<file path="config.mk">
export PLATFORM = sky130hd
export DESIGN_NAME = stbuf_top
export DESIGN_NICKNAME = d
export VERILOG_FILES = /design/src/rtl/stbuf_pkg.sv /design/src/rtl/stbuf_entries.sv /design/src/rtl/stbuf_drain_sel.sv /design/src/rtl/stbuf_fwd.sv /design/src/rtl/stbuf_fence.sv /design/src/rtl/stbuf_top.sv
export SDC_FILE = /design/constraint.sdc
export NUM_CORES = 1
export LEC_CHECK = 0
export ABC_CLOCK_PERIOD_IN_PS = 20100
export CAP_MARGIN = 20
export CORE_ASPECT_RATIO = 1.1
export CORE_MARGIN = 4
export CORE_UTILIZATION = 25
export CTS_BUF_LIST = sky130_fd_sc_hd__clkbuf_16
export DETAILED_ROUTE_END_ITERATION = 12
export GPL_TIMING_DRIVEN = 1
export HOLD_SLACK_MARGIN = 0.15
export PLACE_DENSITY = 0.45
export SLEW_MARGIN = 30
export SYNTH_ARGS = -nofsm -noshare
export SYNTH_HDL_FRONTEND = slang
export SYNTH_HIERARCHICAL = 1
export SYNTH_SLANG_ARGS = --single-unit
</file>
<file path="constraint.sdc">
create_clock -name clk -period 20.1 [get_ports clk]
set_clock_uncertainty 0.05 [all_clocks]
set_input_delay 6.03 -clock clk [delete_from_list [all_inputs] [get_ports clk]]
set_output_delay 6.03 -clock clk [all_outputs]
set_load 0.05 [all_outputs]
</file>
<file path="src/rtl/stbuf_pkg.sv">
package stbuf_pkg;
  typedef enum logic [1:0] {
    FENCE_WW = 2'd0,
    FENCE_WR = 2'd1,
    FENCE_RR = 2'd2,
    FENCE_RW = 2'd3
  } fence_kind_e;
endpackage

</file>
<file path="src/rtl/stbuf_entries.sv">
// Entry storage: valid bit, address, data and a relative age (0 = oldest).
module stbuf_entries #(
  parameter int DEPTH = 8,
  parameter int AW    = 16,
  parameter int DW    = 32,
  parameter int IW    = $clog2(DEPTH)
) (
  input  logic                     clk,
  input  logic                     rst,
  input  logic                     push,
  input  logic [AW-1:0]            push_addr,
  input  logic [DW-1:0]            push_data,
  input  logic                     pop,
  input  logic [IW-1:0]            pop_idx,
  output logic [DEPTH-1:0]         vld,
  output logic [DEPTH-1:0][AW-1:0] addr_q,
  output logic [DEPTH-1:0][DW-1:0] data_q,
  output logic [DEPTH-1:0][IW-1:0] age_q,
  output logic                     full,
  output logic [IW-1:0]            free_idx
);
  localparam int CW = $clog2(DEPTH + 1);

  logic [CW-1:0] occ;
  logic [IW-1:0] new_age;

  always_comb begin
    full     = &vld;
    free_idx = '0;
    for (int i = DEPTH - 1; i >= 0; i--) begin
      if (!vld[i]) free_idx = IW'(i);
    end
    occ     = CW'($countones(vld));
    new_age = IW'(occ - CW'(pop));
  end

  always_ff @(posedge clk) begin
    if (rst) begin
      vld   <= '0;
      age_q <= '0;
    end else begin
      for (int i = 0; i < DEPTH; i++) begin
        if (pop && pop_idx == IW'(i)) begin
          vld[i] <= 1'b0;
        end else if (push && free_idx == IW'(i)) begin
          vld[i]   <= 1'b1;
          age_q[i] <= new_age;
        end else if (vld[i] && pop && age_q[i] > age_q[pop_idx]) begin
          age_q[i] <= age_q[i] - 1'b1;
        end
      end
    end
  end

  // payload written by index only, no reset
  always_ff @(posedge clk) begin
    if (push) begin
      addr_q[free_idx] <= push_addr;
      data_q[free_idx] <= push_data;
    end
  end
endmodule

</file>
<file path="src/rtl/stbuf_drain_sel.sv">
// Chooses which entry is offered to memory this cycle.
module stbuf_drain_sel #(
  parameter int DEPTH = 8,
  parameter int AW    = 16,
  parameter int IW    = $clog2(DEPTH)
) (
  input  logic [DEPTH-1:0]         vld,
  input  logic [DEPTH-1:0][AW-1:0] addr_q,
  input  logic [DEPTH-1:0][IW-1:0] age_q,
  input  logic                     mode_ooo,
  input  logic [DEPTH-1:0]         ww_mask,
  output logic                     sel_valid,
  output logic [IW-1:0]            sel_idx
);
  logic [DEPTH-1:0] blocked;
  logic [DEPTH-1:0] elig;
  logic             ww_pend;

  assign ww_pend = |ww_mask;

  always_comb begin
    for (int i = 0; i < DEPTH; i++) begin
      blocked[i] = 1'b0;
      for (int j = 0; j < DEPTH; j++) begin
        if (vld[j] && addr_q[j] == addr_q[i] && age_q[j] < age_q[i])
          blocked[i] = 1'b1;
      end
      elig[i] = vld[i] && !blocked[i] && (!ww_pend || ww_mask[i]) &&
                (mode_ooo || age_q[i] == '0);
    end
    sel_valid = |elig;
    sel_idx   = '0;
    for (int i = DEPTH - 1; i >= 0; i--) begin
      if (elig[i]) sel_idx = IW'(i);
    end
  end
endmodule

</file>
<file path="src/rtl/stbuf_fwd.sv">
// Finds the youngest buffered store matching a load address.
module stbuf_fwd #(
  parameter int DEPTH = 8,
  parameter int AW    = 16,
  parameter int DW    = 32,
  parameter int IW    = $clog2(DEPTH)
) (
  input  logic [DEPTH-1:0]         vld,
  input  logic [DEPTH-1:0][AW-1:0] addr_q,
  input  logic [DEPTH-1:0][DW-1:0] data_q,
  input  logic [DEPTH-1:0][IW-1:0] age_q,
  input  logic [AW-1:0]            ld_addr,
  output logic                     hit,
  output logic [DW-1:0]            hit_data
);
  logic [IW-1:0] best_age;

  always_comb begin
    hit      = 1'b0;
    hit_data = '0;
    best_age = '0;
    for (int i = 0; i < DEPTH; i++) begin
      if (vld[i] && addr_q[i] == ld_addr && (!hit || age_q[i] > best_age)) begin
        hit      = 1'b1;
        hit_data = data_q[i];
        best_age = age_q[i];
      end
    end
  end
endmodule

</file>
<file path="src/rtl/stbuf_fence.sv">
// Tracks the stores each pending fence is waiting on.
module stbuf_fence #(
  parameter int DEPTH = 8
) (
  input  logic                     clk,
  input  logic                     rst,
  input  logic                     fence_valid,
  input  stbuf_pkg::fence_kind_e   fence_kind,
  input  logic [DEPTH-1:0]         resident_nxt,
  input  logic [DEPTH-1:0]         pop_oh,
  output logic                     fence_ready,
  output logic                     wr_pend,
  output logic [DEPTH-1:0]         ww_mask
);
  import stbuf_pkg::*;

  logic [DEPTH-1:0] wr_mask;
  logic             take;

  assign wr_pend     = |wr_mask;
  assign fence_ready = (fence_kind == FENCE_WW) ? ~|ww_mask : 1'b1;
  assign take        = fence_valid && fence_ready;

  always_ff @(posedge clk) begin
    if (rst) begin
      wr_mask <= '0;
      ww_mask <= '0;
    end else begin
      if (take && fence_kind == FENCE_WR) wr_mask <= resident_nxt | (wr_mask & ~pop_oh);
      else                                wr_mask <= wr_mask & ~pop_oh;
      if (take && fence_kind == FENCE_WW) ww_mask <= resident_nxt;
      else                                ww_mask <= ww_mask & ~pop_oh;
    end
  end
endmodule

</file>
<file path="src/rtl/stbuf_top.sv">
module stbuf_top #(
  parameter int DEPTH = 8,
  parameter int AW    = 16,
  parameter int DW    = 32
) (
  input  logic          clk,
  input  logic          rst,
  input  logic          mode_ooo,
  input  logic          mode_nofwd,
  input  logic          st_valid,
  output logic          st_ready,
  input  logic [AW-1:0] st_addr,
  input  logic [DW-1:0] st_data,
  input  logic          ld_valid,
  output logic          ld_ready,
  input  logic [AW-1:0] ld_addr,
  output logic          ld_rsp_valid,
  output logic          ld_rsp_fwd,
  output logic [DW-1:0] ld_rsp_data,
  input  logic          fence_valid,
  input  logic [1:0]    fence_kind,
  output logic          fence_ready,
  output logic          mem_valid,
  input  logic          mem_ready,
  output logic [AW-1:0] mem_addr,
  output logic [DW-1:0] mem_data
);
  import stbuf_pkg::*;

  localparam int IW = $clog2(DEPTH);

  logic [DEPTH-1:0]         vld;
  logic [DEPTH-1:0][AW-1:0] addr_q;
  logic [DEPTH-1:0][DW-1:0] data_q;
  logic [DEPTH-1:0][IW-1:0] age_q;
  logic                     full;
  logic [IW-1:0]            free_idx;
  logic [IW-1:0]            sel_idx;
  logic                     sel_valid;
  logic                     push, pop;
  logic [DEPTH-1:0]         push_oh, pop_oh, resident_nxt;
  logic [DEPTH-1:0]         ww_mask;
  logic                     wr_pend;
  logic                     hit;
  logic [DW-1:0]            hit_data;

  assign st_ready  = !full;
  assign push      = st_valid && st_ready;
  assign mem_valid = sel_valid;
  assign pop       = sel_valid && mem_ready;
  assign mem_addr  = addr_q[sel_idx];
  assign mem_data  = data_q[sel_idx];

  for (genvar g = 0; g < DEPTH; g++) begin : g_oh
    assign push_oh[g] = push && free_idx == IW'(g);
    assign pop_oh[g]  = pop && sel_idx == IW'(g);
  end
  assign resident_nxt = (vld | push_oh) & ~pop_oh;

  stbuf_entries #(.DEPTH(DEPTH), .AW(AW), .DW(DW), .IW(IW)) u_entries (
    .clk(clk), .rst(rst), .push(push), .push_addr(st_addr), .push_data(st_data),
    .pop(pop), .pop_idx(sel_idx), .vld(vld), .addr_q(addr_q), .data_q(data_q),
    .age_q(age_q), .full(full), .free_idx(free_idx)
  );

  stbuf_drain_sel #(.DEPTH(DEPTH), .AW(AW), .IW(IW)) u_drain (
    .vld(vld), .addr_q(addr_q), .age_q(age_q), .mode_ooo(mode_ooo),
    .ww_mask(ww_mask), .sel_valid(sel_valid), .sel_idx(sel_idx)
  );

  stbuf_fwd #(.DEPTH(DEPTH), .AW(AW), .DW(DW), .IW(IW)) u_fwd (
    .vld(vld), .addr_q(addr_q), .data_q(data_q), .age_q(age_q),
    .ld_addr(ld_addr), .hit(hit), .hit_data(hit_data)
  );

  stbuf_fence #(.DEPTH(DEPTH)) u_fence (
    .clk(clk), .rst(rst), .fence_valid(fence_valid),
    .fence_kind(fence_kind_e'(fence_kind)), .resident_nxt(resident_nxt),
    .pop_oh(pop_oh), .fence_ready(fence_ready), .wr_pend(wr_pend), .ww_mask(ww_mask)
  );

  assign ld_ready = !wr_pend && !(mode_nofwd && hit);

  always_ff @(posedge clk) begin
    if (rst) begin
      ld_rsp_valid <= 1'b0;
      ld_rsp_fwd   <= 1'b0;
      ld_rsp_data  <= '0;
    end else begin
      ld_rsp_valid <= ld_valid && ld_ready;
      ld_rsp_fwd   <= ld_valid && ld_ready && hit;
      ld_rsp_data  <= (ld_valid && ld_ready && hit) ? hit_data : '0;
    end
  end
endmodule

</file>
==> results of run 1 <==
==> cell usage after synthesis (59+ instances only) <==
cell type	count	area share [%]
dfxtp_1	82	5.1
nand4_1	104	2.0
nand3_1	67	1.0
clkbuf_1	169	2.0
xnor2_1	348	9.5
inv_1	107	1.3
mux2_2	63	2.2
a21oi_1	59	0.92
nor4_1	83	1.6
xor2_1	224	6.1
edfxtp_1	384	36
ha_1	140	5.5
nand2_1	117	1.4
o21ai_0	77	1.2
==> where the power goes <==
group | switching (µW) | internal, µW | total [µW] | leakage [µW]
clock | 417 | 564 | 981 | 0.000893
combinational | 242 | 148 | 391 | 0.00681
sequential | 35.5 | 1070 | 1100 | 0.00415
==> registers in the layout (all words and copies together), names as in the netlist <==
name,count
ld_rsp_data,32
ld_rsp_fwd,1
ld_rsp_valid,1
u_entries/addr_q,128
u_entries/age_q,24
u_entries/data_q,256
u_entries/vld,8
u_fence/wr_mask,8
u_fence/ww_mask,8
==> cells by family after synthesis <==
family / synth area share (%)
DFF: 41.23
muxes: 8.871
buffers and inverters: 4.861
and+or+nand+nor: 11.55
AOI/OAI and AO/OA: 12.01
adders and majority gates: 5.797
xor gates and xnor gates: 15.68
==> critical path, delay by kind of cell <==
| family | cells | cell delay, ns |
|---|---|---|
| buf+inv | 6 | 2.25 |
| compound gates | 33 | 5.16 |
| mux | 2 | 0.68 |
| simple gates | 10 | 2.11 |
| xor+xnor | 1 | 0.18 |
| fa+ha+maj | 7 | 2.04 |
==> worst min path at each step <==
stage                                    start                       endpoint  slack [ns]  depth (start not counted)
6_report       u_entries/data_q[229]$_DFFE_PP_      ld_rsp_data[5]$_SDFF_PP0_        0.52                          3
5_1_grt          u_fence/ww_mask[7]$_SDFF_PP0_  u_fence/ww_mask[7]$_SDFF_PP0_        0.54                          1
4_1_cts          u_fence/ww_mask[7]$_SDFF_PP0_  u_fence/ww_mask[7]$_SDFF_PP0_        0.51                          1
3_5_place_dp     u_fence/ww_mask[7]$_SDFF_PP0_  u_fence/ww_mask[7]$_SDFF_PP0_        0.50                          1
3_3_place_gp     u_fence/ww_mask[7]$_SDFF_PP0_  u_fence/ww_mask[7]$_SDFF_PP0_        0.50                          1
2_1_floorplan    u_fence/ww_mask[7]$_SDFF_PP0_  u_fence/ww_mask[7]$_SDFF_PP0_        0.44                          1
==> per-stage QoR <==
step,hold WS [ns],cell area [µm²],total power [µW],setup WS (ns)
after floorplan,0.4370,31950,1354,3.561
after global placement,0.5028,35230,1511,1.384
after detailed placement,0.4995,35360,1511,1.543
after CTS,0.5133,37100,2497,2.175
after global routing,0.5380,37100,2563,1.362
final,0.5238,37110,2474,2.094
==> layout make-up <==
| cell class | instances | area [µm²] | area share, % |
|---|---|---|---|
| tap | 1668 | 2087 | 5.624 |
| multi-input combinational | 2072 | 17400 | 46.89 |
| antenna | 3 | 7.507 | 0.02023 |
| inverter | 108 | 407.9 | 1.099 |
| clock inverter | 46 | 387.9 | 1.045 |
| timing repair buffer | 244 | 2292 | 6.177 |
| clock buffer | 54 | 1351 | 3.642 |
| sequential | 466 | 13170 | 35.50 |
==> layer usage <==
metal / vias to the layer above / GRT usage [%]
li1: 10910 / -
met1: 12590 / 26.14
met2: 1070 / 32.39
met3: 262 / 2.839
met4: 8 / 9.254
met5: - / 0
==> placed cells by master, fill, tap and decap left out, types with 57 or more instances in the layout <==
| cell type | synthesis | routed |
|---|---|---|
| ha_1 | 140 | 140 |
| nand3_1 | 67 | 67 |
| nor2_1 | 57 | 57 |
| a21oi_1 | 59 | 57 |
| clkdlybuf4s50_1 | 0 | 158 |
| mux2_2 | 63 | 63 |
| nor4_1 | 83 | 76 |
| xnor2_1 | 348 | 348 |
| inv_1 | 107 | 116 |
| xor2_1 | 224 | 224 |
| nand2_1 | 117 | 116 |
| edfxtp_1 | 384 | 384 |
| dfxtp_1 | 82 | 82 |
| nand4_1 | 104 | 104 |
| buf_4 | 13 | 78 |
| o21ai_0 | 77 | 77 |
==> results.sh, run 1 <==
export IMPL_arrival_ns=18.51
export IMPL_std_cell_rows=137
export IMPL_rr_endpoint="ld_rsp_data[13]$_SDFF_PP0_"
export IMPL_path_max_fanout=35
export IMPL_pin_count=160
export IMPL_via_per_inst=5.328
export IMPL_crit_start="ld_addr[6]"
export IMPL_wl_met2_um=63110
export IMPL_vias=24840
export IMPL_crit_end="ld_rsp_data[13]$_SDFF_PP0_"
export IMPL_h_tree_depth=2
export IMPL_hold_buffers=0
export IMPL_slew_headroom_pct=25.86
export IMPL_rsz0062_at_grt="no"
export IMPL_reg2reg_depth=58
export IMPL_layout_cells_non_filler=4661
export IMPL_power_density_nw_per_um2=66.67
export IMPL_wirelength_um=137400
export IMPL_tns_ns=0
export IMPL_wl_met1_um=58290
export IMPL_startpoint_type="input port"
export IMPL_min_path_type="reg2reg"
export IMPL_leakage_uw=0.01185
export IMPL_firstDrtPassIters=8
export IMPL_worstMarginPinSlew_ns=1.102
export IMPL_synth_edf_count=384
export IMPL_rrSetupSlack_ns=7.41
export IMPL_slew_violations=0
export IMPL_clockRootBuffer="clkbuf_16"
export IMPL_critPathCaptureType="flip-flop"
export IMPL_die_y_um=382.9
export IMPL_syn_area_um2=31950
export IMPL_drtAntennaViolNets=0
export IMPL_fillerInstances=13080
export IMPL_cts_repair_resized=0
export IMPL_nets=3164
export IMPL_cts_tree="done"
export IMPL_finalHoldViolations=0
export IMPL_worst_path_most_repeated_cell="ha_1"
export IMPL_clkTransAtPathRegs_ns=0.06
export IMPL_finalCriticalPeriod_ns=18.01
export IMPL_required_ns=20.61
export IMPL_final_core_util_pct=29.25
export IMPL_dp_cells=4558
export IMPL_status="finished, final reports clean"
export IMPL_grt_pass1_vias=24250
export IMPL_synth_seq_cells=466
export IMPL_io_buffers=159
export IMPL_gp_congestion=0.9794
export IMPL_clockBufferDepth=3
export IMPL_grt_max_degree=72
export IMPL_cap_violations=0
export IMPL_syn_num_nets=3123
export IMPL_design_core_area_um2=126800
export IMPL_grt_use_total_pct=19.90
export IMPL_die_area_um2=133600
export IMPL_ys_seq_area_share_pct=41.23
export IMPL_setup_viol=0
export IMPL_drive_gt1_share_pct=11.24
export IMPL_ir_worst_vdd_v=0.00005740
export IMPL_crit_type="in2reg"
export IMPL_drt_iter0_markers=2503
export IMPL_synthDistinctLibCells=97
export IMPL_slowest_stage="clkdlybuf4s50_1"
export IMPL_timing_rr_start="u_entries/addr_q[6]$_DFFE_PP_"
export IMPL_ys_warn_count=6
export IMPL_start_util_pct=25.18
export IMPL_timing_final_crit_share_pct=89.58
export IMPL_wl_per_cell_um=29.49
export IMPL_fmax_mhz=55.54
export IMPL_top_layer_used="met5"
export IMPL_antenna_found_initial=9
export IMPL_worstSkewPairLatency_ns=0.64
export IMPL_cpPeakStageDelay_ns=0.84
export IMPL_grt_pass1_wl_um=191400
export IMPL_syn_to_final_growth_pct=16.16
export IMPL_met3WireLength_um=8706
export IMPL_hpwl_um=92190
export IMPL_drc=0
export IMPL_synth_area_per_cell_um2=11.00
export IMPL_fp_dieW_um=348.8
export IMPL_synth_cells=2904
export IMPL_grt_ovfl_total=0
export IMPL_yosys_most_used_dff="edfxtp_1"
export IMPL_cts_sinks=466
export IMPL_postCtsSetupBuffers=0
export IMPL_cts_buffers=53
export IMPL_synthArstFlopShare_pct=0
No activity file was read; power rests on OpenSTA's default activity.
==> inputs of run 2 (changes only) <==
--- a/config.mk
+++ b/config.mk
@@ -7,12 +7,12 @@
 export LEC_CHECK = 0
 export ABC_CLOCK_PERIOD_IN_PS = 20100
 export CAP_MARGIN = 20
-export CORE_ASPECT_RATIO = 1.1
+export CORE_ASPECT_RATIO = 0.5
 export CORE_MARGIN = 4
 export CORE_UTILIZATION = 25
 export CTS_BUF_LIST = sky130_fd_sc_hd__clkbuf_16
 export DETAILED_ROUTE_END_ITERATION = 12
-export GPL_TIMING_DRIVEN = 1
+export GPL_TIMING_DRIVEN = 0
 export HOLD_SLACK_MARGIN = 0.15
 export PLACE_DENSITY = 0.45
 export SLEW_MARGIN = 30
==> run 2 against run 1 <==
Net effect: die area grew 0.25%; first-iteration DRC count grew 21%; design area grew 2.5%; critical endpoint is now ld_rsp_data[1]$_SDFF_PP0_; combinational power grew 4%; via count grew 5.9%; sequential share of layout area shrank 0.86 points; clock-buffer cell count shrank 1; wire length grew 4.0%; highest routed layer unchanged; global-route usage grew 0.67 points.
==> results.sh, run 2 (synthesis gave the netlist of run 1 again) <==
export IMPL_clockRootBuffer="clkbuf_16"
export IMPL_gp_congestion=0.9803
export IMPL_grt_pass1_vias=25800
export IMPL_fillerInstances=12960
export IMPL_worstSkewPairLatency_ns=0.64
export IMPL_pwr_share_seq_pct=43.1
export IMPL_required_ns=20.63
export IMPL_p_comb_share_pct=16.0
export IMPL_grt_max_degree=39
export IMPL_wl_per_cell_um=29.27
export IMPL_vias=26300
export IMPL_h_tree_depth=2
export IMPL_io_buffers=142
export IMPL_grt_use_total_pct=20.57
export IMPL_fmax_mhz=51.11
export IMPL_pin_count=160
export IMPL_grt_pass1_wl_um=199200
export IMPL_drc=0
export IMPL_slew_headroom_pct=21.70
export IMPL_hp_start="u_fence/wr_mask[3]$_SDFF_PP0_"
export IMPL_path_max_fanout=10
export IMPL_tns_ns=0
export IMPL_crit_start="ld_addr[11]"
export IMPL_cap_violations=0
export IMPL_status="finished, final reports clean"
export IMPL_min_path_type="reg2reg"
export IMPL_start_util_pct=25.28
export IMPL_setup_viol=0
export IMPL_fp_dieW_um=513.5
export IMPL_grt_ovfl_total=0
export IMPL_internal_power_uw=1839
export IMPL_critPathCaptureType="flip-flop"
export IMPL_timing_rr_start="u_entries/vld[0]$_SDFFE_PP0N_"
export IMPL_top_register="u_entries/data_q"
export IMPL_cpPeakStageDelay_ns=0.70
export IMPL_final_common_cell="edfxtp_1"
export IMPL_antenna_found_initial=5
export IMPL_clkPwrFrac_pct=40.9
export IMPL_fin_area_um2=38020
export IMPL_clockBufferDepth=3
export IMPL_startpoint_type="input port"
export IMPL_worstMarginPinSlew_ns=1.164
export IMPL_layout_common_cells="edfxtp_1, xnor2_1, xor2_1"
export IMPL_power_density_nw_per_um2=66.82
export IMPL_cts_sinks=466
export IMPL_dp_cells=4783
export IMPL_firstDrtPassIters=6
export IMPL_arrival_ns=20.09
export IMPL_drive_gt1_share_pct=11.97
export IMPL_finalHoldViolations=0
export IMPL_postCtsSetupBuffers=0
export IMPL_place_area_um2=36100
export IMPL_rsz0062_at_grt="yes"
export IMPL_cts_buffers=53
export IMPL_whs_ns=0.5561
export IMPL_syn_to_final_growth_pct=19.02
export IMPL_cts_tree="done"
export IMPL_largest_reg_flops=256
export IMPL_worst_path_most_repeated_cell="ha_1"
export IMPL_die_y_um=260.8
export IMPL_std_cell_rows=92
export IMPL_crit_type="in2reg"
export IMPL_final_core_util_pct=30.08
export IMPL_via_per_inst=5.385
export IMPL_drt_iter0_markers=3023
export IMPL_switching_share_pct=27.63
export IMPL_timing_final_crit_share_pct=97.35
export IMPL_leakage_uw=0.01229
export IMPL_reg_top3="u_entries/data_q x256, u_entries/addr_q x128, ld_rsp_data x32"
export IMPL_drtAntennaViolNets=0
export IMPL_slew_violations=0
export IMPL_finalCriticalPeriod_ns=19.57
export IMPL_hpwl_um=105900
export IMPL_design_core_area_um2=126400
export IMPL_nets=3364
export IMPL_layout_cells_non_filler=4885
export IMPL_switchingPower_uw=702.0
export IMPL_clkTransAtPathRegs_ns=0.06
export IMPL_slowest_stage="clkbuf_1"
export IMPL_wirelength_um=143000
export IMPL_die_area_um2=133900
export IMPL_ir_worst_vdd_v=0.00005654
-- run 2: final timing paths --
kind	to	slack [ns]	depth (start not counted)
worst max-delay path	ld_rsp_data[1]$_SDFF_PP0_	0.53	63
worst min-delay path	u_fence/wr_mask[3]$_SDFF_PP0_	0.56	3
worst max register to register	ld_rsp_data[1]$_SDFF_PP0_	5.12	62
worst min register to register	u_fence/wr_mask[3]$_SDFF_PP0_	0.56	3
-- run 2: cell type report --
type                            count  area (µm²)  area share, %
Inverter                          108       415.4          1.093
Antenna cell                        3       7.507        0.01974
Clock inverter                     47       541.8          1.425
Multi-Input combinational cell   2072       17330          45.57
Tap cell                         1692        2117          5.568
Buffer                            257        1164          3.060
Clock buffer                       53        1326          3.488
Timing Repair Buffer              187        1952          5.133
Sequential cell                   466       13170          34.64
-- run 2: per-stage QoR --
stage / setup slack, ns / total power (µW)
after detailed placement: -0.9647 / 1516
after global placement: -0.9837 / 1509
after CTS: 0.04129 / 2554
final: 0.5328 / 2541
after global routing: -0.06705 / 2627
after floorplan: 3.561 / 1354
-- run 2: critical path, delay by kind of cell --
| family | cells | cell delay (ns) |
|---|---|---|
| compound gates | 31 | 5.47 |
| fa+ha+maj | 7 | 2.04 |
| buf+inv | 12 | 3.40 |
| mux | 2 | 0.66 |
| simple gates | 11 | 2.43 |
-- run 2: routing by layer --
layer / global-route usage, % / up-vias / part of all wire, %
met3: 2.888 / 297 / 7.4
met1: 27.60 / 13400 / 43
li1: - / 11310 / -
met4: 8.321 / 2 / 4.3
met2: 33.42 / 1294 / 45
met5: 0 / - / 0.013
-- run 2: what timing repair did --
item                       4_1_cts  5_1_grt
setup endpoints to repair       29       32
hold buffers                     0        0
resized for setup                3        8
-- run 2: power groups by stage --
stage	Clock, µW	Sequential [µW]	Combinational (µW)
after global placement	0	1120	391
final	1040	1100	406
after floorplan	0	1100	254
after detailed placement	0	1110	401
after CTS	1060	1090	403
after global routing	1100	1100	431
==> inputs of run 3 (changes only) <==
--- a/config.mk
+++ b/config.mk
@@ -6,14 +6,12 @@
 export NUM_CORES = 1
 export LEC_CHECK = 0
 export ABC_CLOCK_PERIOD_IN_PS = 20100
-export CAP_MARGIN = 20
 export CORE_ASPECT_RATIO = 0.5
 export CORE_MARGIN = 4
 export CORE_UTILIZATION = 25
 export CTS_BUF_LIST = sky130_fd_sc_hd__clkbuf_16
 export DETAILED_ROUTE_END_ITERATION = 12
 export GPL_TIMING_DRIVEN = 0
-export HOLD_SLACK_MARGIN = 0.15
 export PLACE_DENSITY = 0.45
 export SLEW_MARGIN = 30
 export SYNTH_ARGS = -nofsm -noshare
==> results of run 3 <==
No change in the layout: final DEF, timing and power equal those of run 2.
